`config.mk`:
```
export PLATFORM = sky130hd
export DESIGN_NAME = tmr_chan_event_unit
export DESIGN_NICKNAME = d
export VERILOG_FILES = /design/src/rtl/tce_pkg.sv /design/src/rtl/tce_tb_mux.sv /design/src/rtl/tce_match.sv /design/src/rtl/tce_capture.sv /design/src/rtl/tce_pin_out.sv /design/src/rtl/tmr_chan_event_unit.sv
export SDC_FILE = /design/constraint.sdc
export NUM_CORES = 1
export LEC_CHECK = 0
export ABC_AREA = 1
export BUFFER_PORTS_ARGS = -buffer_cell sky130_fd_sc_hd__buf_2
export CORE_MARGIN = 2
export CORE_UTILIZATION = 46
export DETAILED_ROUTE_END_ITERATION = 8
export GPL_ROUTABILITY_DRIVEN = 0
export GPL_TIMING_DRIVEN = 0
export HOLD_SLACK_MARGIN = 0.12
export PLACE_DENSITY = 0.75
export RECOVER_POWER = 25
export SLEW_MARGIN = 20
export SYNTH_ARGS = -nofsm -noshare
export SYNTH_HDL_FRONTEND = slang
export SYNTH_HIERARCHICAL = 1
export SYNTH_SLANG_ARGS = --single-unit
```
`constraint.sdc`:
```
create_clock -name clk -period 1.9 [get_ports clk]
set_input_delay 0.19 -clock clk [delete_from_list [all_inputs] [get_ports clk]]
set_output_delay 0.19 -clock clk [all_outputs]
set_load 0.05 [all_outputs]
```
`src/rtl/tce_pkg.sv`:
```
// Shared encodings for the timer channel event unit.
// Assumes: control fields arrive as plain 2-bit vectors and are cast here.
package tce_pkg;
    typedef enum logic [1:0] {
        EDGE_OFF  = 2'd0,
        EDGE_RISE = 2'd1,
        EDGE_FALL = 2'd2,
        EDGE_ANY  = 2'd3
    } edge_mode_e;

    typedef enum logic [1:0] {
        ACT_KEEP = 2'd0,
        ACT_HIGH = 2'd1,
        ACT_LOW  = 2'd2,
        ACT_FLIP = 2'd3
    } pin_act_e;
endpackage

```
`src/rtl/tce_tb_mux.sv`:
```
// Picks one of two timebases for a comparator or capture path.
// Assumes: both timebases share the width TW.
module tce_tb_mux #(
    parameter int TW = 16
) (
    input  logic          sel_i,
    input  logic [TW-1:0] tb0_i,
    input  logic [TW-1:0] tb1_i,
    output logic [TW-1:0] tb_o
);
    // select the requested counter
    always_comb tb_o = sel_i ? tb1_i : tb0_i;
endmodule

```
`src/rtl/tce_match.sv`:
```
// One-shot modulo greater-or-equal comparator with its match register.
// Assumes: the timebase moves by less than half its range between write and use.
module tce_match #(
    parameter int TW = 16
) (
    input  logic          clk,
    input  logic          rst_n,
    input  logic          wr_i,
    input  logic [TW-1:0] val_i,
    input  logic [TW-1:0] tb_i,
    output logic          hit_o,
    output logic          evt_o
);
    logic [TW-1:0] mreg;
    logic          armed;
    logic [TW-1:0] diff;

    // distance from match value to timebase, top bit clear means reached
    always_comb begin
        diff  = tb_i - mreg;
        hit_o = armed && !wr_i && !diff[TW-1];
    end

    // register load, arming and event pulse
    always_ff @(posedge clk) begin
        if (!rst_n) begin
            mreg  <= '0;
            armed <= 1'b0;
            evt_o <= 1'b0;
        end else begin
            evt_o <= hit_o;
            if (wr_i) begin
                mreg  <= val_i;
                armed <= 1'b1;
            end else if (hit_o) begin
                armed <= 1'b0;
            end
        end
    end

    a_r3_single_pulse: assert property (@(posedge clk) disable iff (!rst_n)
        evt_o |=> !evt_o);
    a_r2_write_masks: assert property (@(posedge clk) disable iff (!rst_n)
        wr_i |=> !evt_o);
endmodule

```
`src/rtl/tce_capture.sv`:
```
// Pin edge qualifier and capture register.
// Assumes: pin_i is already synchronous to clk; previous level resets to 0.
module tce_capture #(
    parameter int TW = 16
) (
    input  logic          clk,
    input  logic          rst_n,
    input  logic          pin_i,
    input  logic          out_mode_i,
    input  logic [1:0]    edge_sel_i,
    input  logic [TW-1:0] tb_i,
    output logic [TW-1:0] capt_val_o,
    output logic          capt_evt_o
);
    import tce_pkg::*;

    logic       pin_q;
    logic       rise;
    logic       fall;
    logic       take;
    edge_mode_e mode;

    // qualify the sampled transition against the edge condition
    always_comb begin
        mode = edge_mode_e'(edge_sel_i);
        rise = pin_i && !pin_q;
        fall = !pin_i && pin_q;
        unique case (mode)
            EDGE_RISE: take = rise;
            EDGE_FALL: take = fall;
            EDGE_ANY:  take = rise || fall;
            default:   take = 1'b0;
        endcase
        if (out_mode_i) take = 1'b0;
    end

    // pin history, snapshot and event pulse
    always_ff @(posedge clk) begin
        if (!rst_n) begin
            pin_q      <= 1'b0;
            capt_val_o <= '0;
            capt_evt_o <= 1'b0;
        end else begin
            pin_q      <= pin_i;
            capt_evt_o <= take;
            if (take) capt_val_o <= tb_i;
        end
    end

    a_r6_value_moves_with_event: assert property (@(posedge clk) disable iff (!rst_n)
        !$stable(capt_val_o) |-> capt_evt_o);
    a_r5_rise_level: assert property (@(posedge clk) disable iff (!rst_n)
        (capt_evt_o && $past(edge_sel_i) == EDGE_RISE) |-> $past(pin_i));
    a_r7_output_mode_quiet: assert property (@(posedge clk) disable iff (!rst_n)
        capt_evt_o |-> !$past(out_mode_i));
endmodule

```
`src/rtl/tce_pin_out.sv`:
```
// Output pin level register driven by match actions and a direct load.
// Assumes: hit_i is the comparator's same-edge firing condition.
module tce_pin_out (
    input  logic       clk,
    input  logic       rst_n,
    input  logic       hit_i,
    input  logic       out_mode_i,
    input  logic [1:0] act_i,
    input  logic       load_i,
    input  logic       load_val_i,
    output logic       pin_o
);
    import tce_pkg::*;

    logic nxt;

    // next level: load first, then the match action in output mode
    always_comb begin
        nxt = pin_o;
        if (load_i) begin
            nxt = load_val_i;
        end else if (hit_i && out_mode_i) begin
            unique case (pin_act_e'(act_i))
                ACT_HIGH: nxt = 1'b1;
                ACT_LOW:  nxt = 1'b0;
                ACT_FLIP: nxt = !pin_o;
                default:  nxt = pin_o;
            endcase
        end
    end

    // level register
    always_ff @(posedge clk) begin
        if (!rst_n) pin_o <= 1'b0;
        else        pin_o <= nxt;
    end

    a_r9_pin_change_cause: assert property (@(posedge clk) disable iff (!rst_n)
        !$stable(pin_o) |-> ($past(hit_i) || $past(load_i)));
endmodule

```
`src/rtl/tmr_chan_event_unit.sv`:
```
// One timer channel: capture and match on independently chosen timebases,
// with pin output control. Assumes synchronous pin input and active-low reset.
module tmr_chan_event_unit #(
    parameter int TW = 16
) (
    input  logic          clk,
    input  logic          rst_n,
    input  logic [TW-1:0] tb0_i,
    input  logic [TW-1:0] tb1_i,
    input  logic          pin_i,
    input  logic          mtch_tb_sel_i,
    input  logic          capt_tb_sel_i,
    input  logic [1:0]    edge_sel_i,
    input  logic          pin_dir_out_i,
    input  logic [1:0]    out_act_i,
    input  logic          mtch_wr_i,
    input  logic [TW-1:0] mtch_val_i,
    input  logic          pin_load_i,
    input  logic          pin_load_val_i,
    output logic [TW-1:0] capt_val_o,
    output logic          capt_evt_o,
    output logic          mtch_evt_o,
    output logic          pin_out_o,
    output logic          pin_oe_o
);
    localparam int NPATH = 2;

    logic [NPATH-1:0]   path_sel;
    logic [TW-1:0]      path_tb [NPATH];
    logic               hit;

    always_comb begin
        path_sel[0] = mtch_tb_sel_i;
        path_sel[1] = capt_tb_sel_i;
    end

    for (genvar g = 0; g < NPATH; g++) begin : g_tbsel
        tce_tb_mux #(.TW(TW)) u_mux (
            .sel_i (path_sel[g]),
            .tb0_i (tb0_i),
            .tb1_i (tb1_i),
            .tb_o  (path_tb[g])
        );
    end

    tce_match #(.TW(TW)) u_match (
        .clk   (clk),
        .rst_n (rst_n),
        .wr_i  (mtch_wr_i),
        .val_i (mtch_val_i),
        .tb_i  (path_tb[0]),
        .hit_o (hit),
        .evt_o (mtch_evt_o)
    );

    tce_capture #(.TW(TW)) u_capt (
        .clk        (clk),
        .rst_n      (rst_n),
        .pin_i      (pin_i),
        .out_mode_i (pin_dir_out_i),
        .edge_sel_i (edge_sel_i),
        .tb_i       (path_tb[1]),
        .capt_val_o (capt_val_o),
        .capt_evt_o (capt_evt_o)
    );

    tce_pin_out u_pin (
        .clk        (clk),
        .rst_n      (rst_n),
        .hit_i      (hit),
        .out_mode_i (pin_dir_out_i),
        .act_i      (out_act_i),
        .load_i     (pin_load_i),
        .load_val_i (pin_load_val_i),
        .pin_o      (pin_out_o)
    );

    // output enable follows the direction control
    always_comb pin_oe_o = pin_dir_out_i;
endmodule

```
==> impl_metrics.ini, run 1 <==
[logic_synthesis]
synth-compound-area-share_pct = 11.6
synth_xor_area_share_pct = 0.359
syn-cell-area_um2 = 2440
synth_nets = 458
synth.yosys.seq_area_share_pct = 30.3
synth_top_family_by_area = simple AND/OR/NAND/NOR gates
ys_ff_latch = 37
avgSynthCellArea_um2 = 6.41
synth_adder_area_share_pct = 8.20
syn_inst = 381
yosysUniqueCellTypes = 23
yosys_warnings = 6
synth_mux_area_share_pct = 0
synthSimpleGateAreaFrac_pct = 34.3

[global_routing]
grt_pass1_wl_mm = 8.94
grt_antenna_before_repair = 0
grt_use_total_pct = 18.7
grt_pass1_vias = 2043
overflow = 0
grt_max_degree = 11

[layout]
fin_nets = 547
area_delta_synth_final_pct = 31.4
layout-drive-gt1-share_pct = 32.8
final_util_pct = 62.8
diodes = 0
mostFrequentLayoutCell = nand2_1
final_cell_mix = nand2_1, buf_2, inv_1

[floorplanning]
num_io_pins = 81
dieArea_um2 = 5910
die_height_um = 76.8
core_um2 = 5110
dieWidth_um = 76.8
initial_core_util_pct = 47.8
fp-row-count = 26

[clocking]
cts_buffers = 5
insertion_delay_ns = 0.29
cts.htree.levels = 2
cts_tree = yes
max-clock-path-buffers = 2
root_buffer = clkbuf_8
clock_sinks = 37
clk_pin_slew_ns = 0.06

[placement]
preCtsSetupSlack_ns = -0.213
port_buffers = 78
dpl.hpwl_mm = 4.49

[detailed_routing]
num_vias = 2507
post_drt_wl_per_cell_um = 10.8
drc = 0
routed_wl_mm = 5.84
postRouteAntennaNets = 0
firstDrtPassIters = 4
viasPerCell = 4.64
drt-initial-drc-count = 40

[timing]
setup_violations = 0
finalCriticalPeriod_ns = 1.81
max_freq_mhz = 553
post-route-worst-setup-slack_ns = 0.0913
whs_ns = 0.133
rsz0062_at_grt = yes
finClkSkew_ns = 0.00628
hold_viol = 0
maxSlewViolCount = 0
slew_headroom_pct = 72.2
tightest_slew_ns = 0.417
period_share_pct = 95.2

[worst_setup_path]
crit_arrival_ns = 2.04
crit_type = input pin to flop
critPathLaunchType = input pin
end_kind = flop
critPathMaxFanout = 10
reg2reg_setup_slack_ns = 0.09
worstPathRequired_ns = 2.13

[power_and_ir_drop]
power.total_uw = 2120
powerDensity_nw_per_um2 = 662
p_leak_uw = 0.00177
vdd_ir_drop_max_v = 0.000440

[flow_run]
cap_violations = 0

[outcome]
status = finished, final reports clean

[min_path]
hold_path.class = input pin to flop
-- synth_stat cells (all sizes together) --
cell	n	area [um^2]
o21a	1	7.51
a21oi	37	196
and3	1	6.26
xor2	1	8.76
buf	14	135
nand3	22	120
nand2	149	594
nor2	27	116
inv	55	216
o21ai	16	80.1
clkbuf	5	18.8
ha	16	200
dfxtp	37	741
-- report_power, final --
part / internal, uW / total, uW / leakage, uW / switching (uW)
combinational: 276 / 726 / 0.00141 / 450
sequential: 833 / 856 / 0.000307 / 23.1
clock: 287 / 541 / 0.0000443 / 254
-- layer usage --
layer	vias to the layer above	global-route usage (%)	share of wire, %
li1	1347	-	-
met1	1088	22.6	43
met2	62	32.5	50
met3	10	4.82	4.7
met4	0	5.45	2.0
met5	-	0	0
-- per-stage QoR --
step | area [um^2] | std cells | setup TNS (ns)
detailed placement | 2920 | 529 | -0.213
global placement | 2920 | 529 | -0.180
floorplan | 2440 | 381 | 0
CTS | 3020 | 537 | 0
global route | 3210 | 540 | -0.0349
finish | 3210 | 540 | 0
-- area by class of cell --
| class | instances | area (um^2) |
|---|---|---|
| buffer | 19 | 154 |
| clock buffer | 7 | 86.3 |
| fill | 490 | 1900 |
| inverter | 55 | 216 |
| multi-input combinational | 270 | 1500 |
| sequential | 37 | 746 |
| tap | 70 | 87.6 |
| timing repair buffer | 82 | 422 |
-- registers in the layout, summed over array words and instances (netlist names) --
signal	count
u_capt/capt_val_o	16
u_match/mreg	16
u_capt/capt_evt_o	1
u_capt/pin_q	1
u_match/armed	1
u_match/evt_o	1
u_pin/pin_o	1
-- critical path, stage by stage --
cell	delay [ns]
buf_6	0.12
inv_6	0.05
buf_12	0.13
nand2_2	0.05
nand2_2	0.07
ha_4	0.25
a21oi_1	0.27
nand3_2	0.14
nor2_4	0.15
nand3_2	0.12
a21oi_4	0.18
nand2_1	0.07
inv_1	0.05
nand2_1	0.05
nand3_1	0.07
nand2_1	0.05
inv_1	0.04
-- timing repair --
action | 4_1_cts | 5_1_grt
endpoints found under the hold margin | 1 | 0
hold buffers | 1 | 0
gates resized for setup | 0 | 34
buffers inserted | 0 | 3
setup endpoints to repair | 0 | 1
-- final timing paths --
check,start,endpoint,cells after the start
min,mtch_val_i[0],u_match/mreg[0]$_SDFFE_PN0P_,3
max reg2reg,u_match/mreg[14]$_SDFFE_PN0P_,u_pin/pin_o$_SDFFE_PN0P_,13
min reg2reg,u_match/mreg[1]$_SDFFE_PN0P_,u_match/mreg[1]$_SDFFE_PN0P_,2
max,mtch_tb_sel_i,u_pin/pin_o$_SDFFE_PN0P_,17
-- cells by family after synthesis --
family | count (synthesis)
AND/OR/NAND/NOR | 199
buffers and inverters | 74
adder cells (fa/ha/maj) | 16
AO/OA/AOI/OAI | 54
XOR/XNOR | 1
flip-flops | 37
No activity file was read; power rests on OpenSTA's default activity.
==> run 2: changes to the inputs <==
--- a/config.mk
+++ b/config.mk
@@ -5,7 +5,6 @@
 export SDC_FILE = /design/constraint.sdc
 export NUM_CORES = 1
 export LEC_CHECK = 0
-export ABC_AREA = 1
 export BUFFER_PORTS_ARGS = -buffer_cell sky130_fd_sc_hd__buf_2
 export CORE_MARGIN = 2
 export CORE_UTILIZATION = 46
==> run 2 against run 1 <==
Net effect: the flow now finishes with violations (negative setup slack); synthesized cell count is 37% lower; sequential cell count did not move; hold slack better by 0.0024 ns; combinational power down 8.4%; register-to-register slack got worse by 0.36 ns; global-route usage is 0.31 points lower; die area is 2.0% lower; sequential share of layout area is 0.11 points lower; first-iteration DRC count increased by 33%; clock power fell by 1%.
==> impl_metrics.ini, run 2 <==
[logic_synthesis]
synth_xor_area_share_pct = 0.733
yosys_warnings = 6
synth_top_family_by_area = multiplexers
synth_adder_area_share_pct = 8.38
yosysUniqueCellTypes = 32
ys.flop_type = dfxtp_1
synth.area.top_cells = dfxtp_1, mux2i_1, mux2_4
syn-cell-area_um2 = 2390
post-synth-top-count-cell = nand2_1
synth_top_area_cell = dfxtp_1
avgSynthCellArea_um2 = 9.91
syn_inst = 241
ys_ff_latch = 37
synth-compound-area-share_pct = 5.50
synth_mux_area_share_pct = 31.6
async_reset_ff_share_pct = 0
synth_nets = 318
synth_edf_count = 0
netlist.area_leader.share_pct = 31.0
synth.yosys.seq_area_share_pct = 31.0
synthTopCellsByCount = nand2_1, dfxtp_1, mux2i_1, mux2_4
synthSimpleGateAreaFrac_pct = 14.5

[flow_run]
cap_violations = 0

[power_and_ir_drop]
seq_power_share_pct = 41.4
vdd_ir_drop_max_v = 0.000408
netSwitchingFraction_pct = 31.0
powerDensity_nw_per_um2 = 636
comb_power_share_pct = 32.5
switchingPower_uw = 634
p_leak_uw = 0.00148
p_int_uw = 1410
clkPwrFrac_pct = 26.1

[timing]
period_share_pct = 117
max_freq_mhz = 449
post-route-worst-setup-slack_ns = -0.326
maxSlewViolCount = 0
whs_ns = 0.135
setup_violations = 2
slew_headroom_pct = 61.0
hold_viol = 0
finalCriticalPeriod_ns = 2.23
setup_tns_ns = -0.355
tightest_slew_ns = 0.588
finClkSkew_ns = 0.00302
rsz0062_at_grt = yes

[layout]
diodes = 0
layout-drive-gt1-share_pct = 48.3
area_delta_synth_final_pct = 34.5
fin_nets = 407
final_util_pct = 63.3
nFillCells = 432
reg.largest.list = u_capt/capt_val_o (16), u_match/mreg (16)
mostFrequentLayoutCell = buf_2
final_cell_mix = buf_2, nand2_1, dfxtp_1

[floorplanning]
num_io_pins = 81
initial_core_util_pct = 47.1
dieArea_um2 = 5790
die_height_um = 76.1
core_um2 = 5070
fp-row-count = 26
dieWidth_um = 76.1

[worst_setup_path]
max_stage_delay_ns = 0.38
end_kind = flop
crit_arrival_ns = 2.46
path_buf_inv = 2
critPathLaunchType = input pin
cpLargestDelayFamily = compound AO/OA/AOI/OAI gates
reg2reg_setup_slack_ns = -0.27
critPathMaxFanout = 6
worstPathRequired_ns = 2.13
cpMaxStageDelayCell = o41ai_4
crit_type = input pin to flop
crit_chain = buf_12 -> buf_12 -> mux2_4 -> ha_4 -> nand2_4 -> o21ai_2 -> a21oi_2 -> o41ai_4 -> xnor2_2 -> nor3b_2 -> a31oi_1 -> a41o_1 -> a21oi_2

[global_routing]
overflow = 0
grt_max_degree = 11
grt_pass1_wl_mm = 8.42
grt_antenna_before_repair = 0
grt_pass1_vias = 1853
grt_use_total_pct = 18.4

[min_path]
hold_path.class = input pin to flop

[detailed_routing]
num_vias = 1906
viasPerCell = 4.75
drc = 0
postRouteAntennaNets = 0
drt-initial-drc-count = 53
post_drt_wl_per_cell_um = 13.1
firstDrtPassIters = 4
routed_wl_mm = 5.26

[placement]
dpl.hpwl_mm = 4.07
port_buffers = 77

[clocking]
clk_pin_slew_ns = 0.07
cts_tree = yes
insertion_delay_ns = 0.29
cts.htree.levels = 2
cts_buffers = 5
clock_sinks = 37
cts-hold-fix-buffers = 0
max-clock-path-buffers = 2
root_buffer = clkbuf_8

[outcome]
status = finished, violations left
violations = negative setup slack
## run 2: cell types whose count changed after synthesis, moves of 17 or more
| cell | change |
|---|---|
| nand3_1 | -19 |
| nor2_1 | -18 |
| nand2_1 | -95 |
| mux2i_1 | +32 |
| a21oi_1 | -26 |
| mux2_4 | +20 |
| nor2b_1 | +17 |
| inv_1 | -33 |
## run 2: power groups by stage
stage,combinational [uW],sequential (uW),clock (uW)
6_report,665,846,533
5_1_grt,723,853,579
4_1_cts,587,846,545
3_5_place_dp,573,863,0
3_3_place_gp,559,861,0
2_1_floorplan,345,936,0
## run 2: stage by stage
step	power [uW]	std cells	instance area [um^2]	worst slack [ns]
2_1_floorplan	1280	241	2480	-0.444
3_3_place_gp	1420	388	2950	-0.589
3_5_place_dp	1440	388	2950	-0.629
4_1_cts	1980	397	3040	-0.270
5_1_grt	2160	401	3210	-0.437
6_report	2040	401	3210	-0.326
## run 2: layer usage
layer  part of all wire [%]  global-route usage (%)  vias up
met5                      0                       0        -
met4                    2.2                    8.00        0
met3                    3.9                    3.91       11
met2                     49                    31.6       48
met1                     45                    22.1      858
li1                       -                       -      989
## run 2: cells by family after synthesis
family	after synthesis
AO/OA/AOI/OAI	20
XOR/XNOR	2
buffers and inverters	32
flip-flops	37
multiplexers	64
adder cells (fa/ha/maj)	16
AND/OR/NAND/NOR	70
## run 2: area by class of cell
| type | instances | area, um^2 | share of cell area (%) |
|---|---|---|---|
| tap | 70 | 87.6 | 2.73 |
| inverter | 17 | 63.8 | 1.99 |
| sequential | 37 | 743 | 23.1 |
| multi-input combinational | 172 | 1650 | 51.3 |
| buffer | 15 | 143 | 4.44 |
| timing repair buffer | 82 | 445 | 13.9 |
| clock buffer | 8 | 80.1 | 2.49 |
## run 2: timing repair
action,4_1_cts,5_1_grt
gates cloned,0,0
gates resized for setup,1,27
pin swaps,2,10
buffers inserted,1,5
setup endpoints to repair,1,3
## run 2: worst paths after layout
path,startpoint,to,cells after the start
max reg2reg,u_match/mreg[2]$_SDFFE_PN0P_,u_pin/pin_o$_SDFFE_PN0P_,11
max,mtch_tb_sel_i,u_pin/pin_o$_SDFFE_PN0P_,13
min,pin_i,u_capt/pin_q$_SDFF_PN0_,2
min reg2reg,u_capt/capt_val_o[15]$_SDFFE_PN0P_,u_capt/capt_val_o[15]$_SDFFE_PN0P_,2
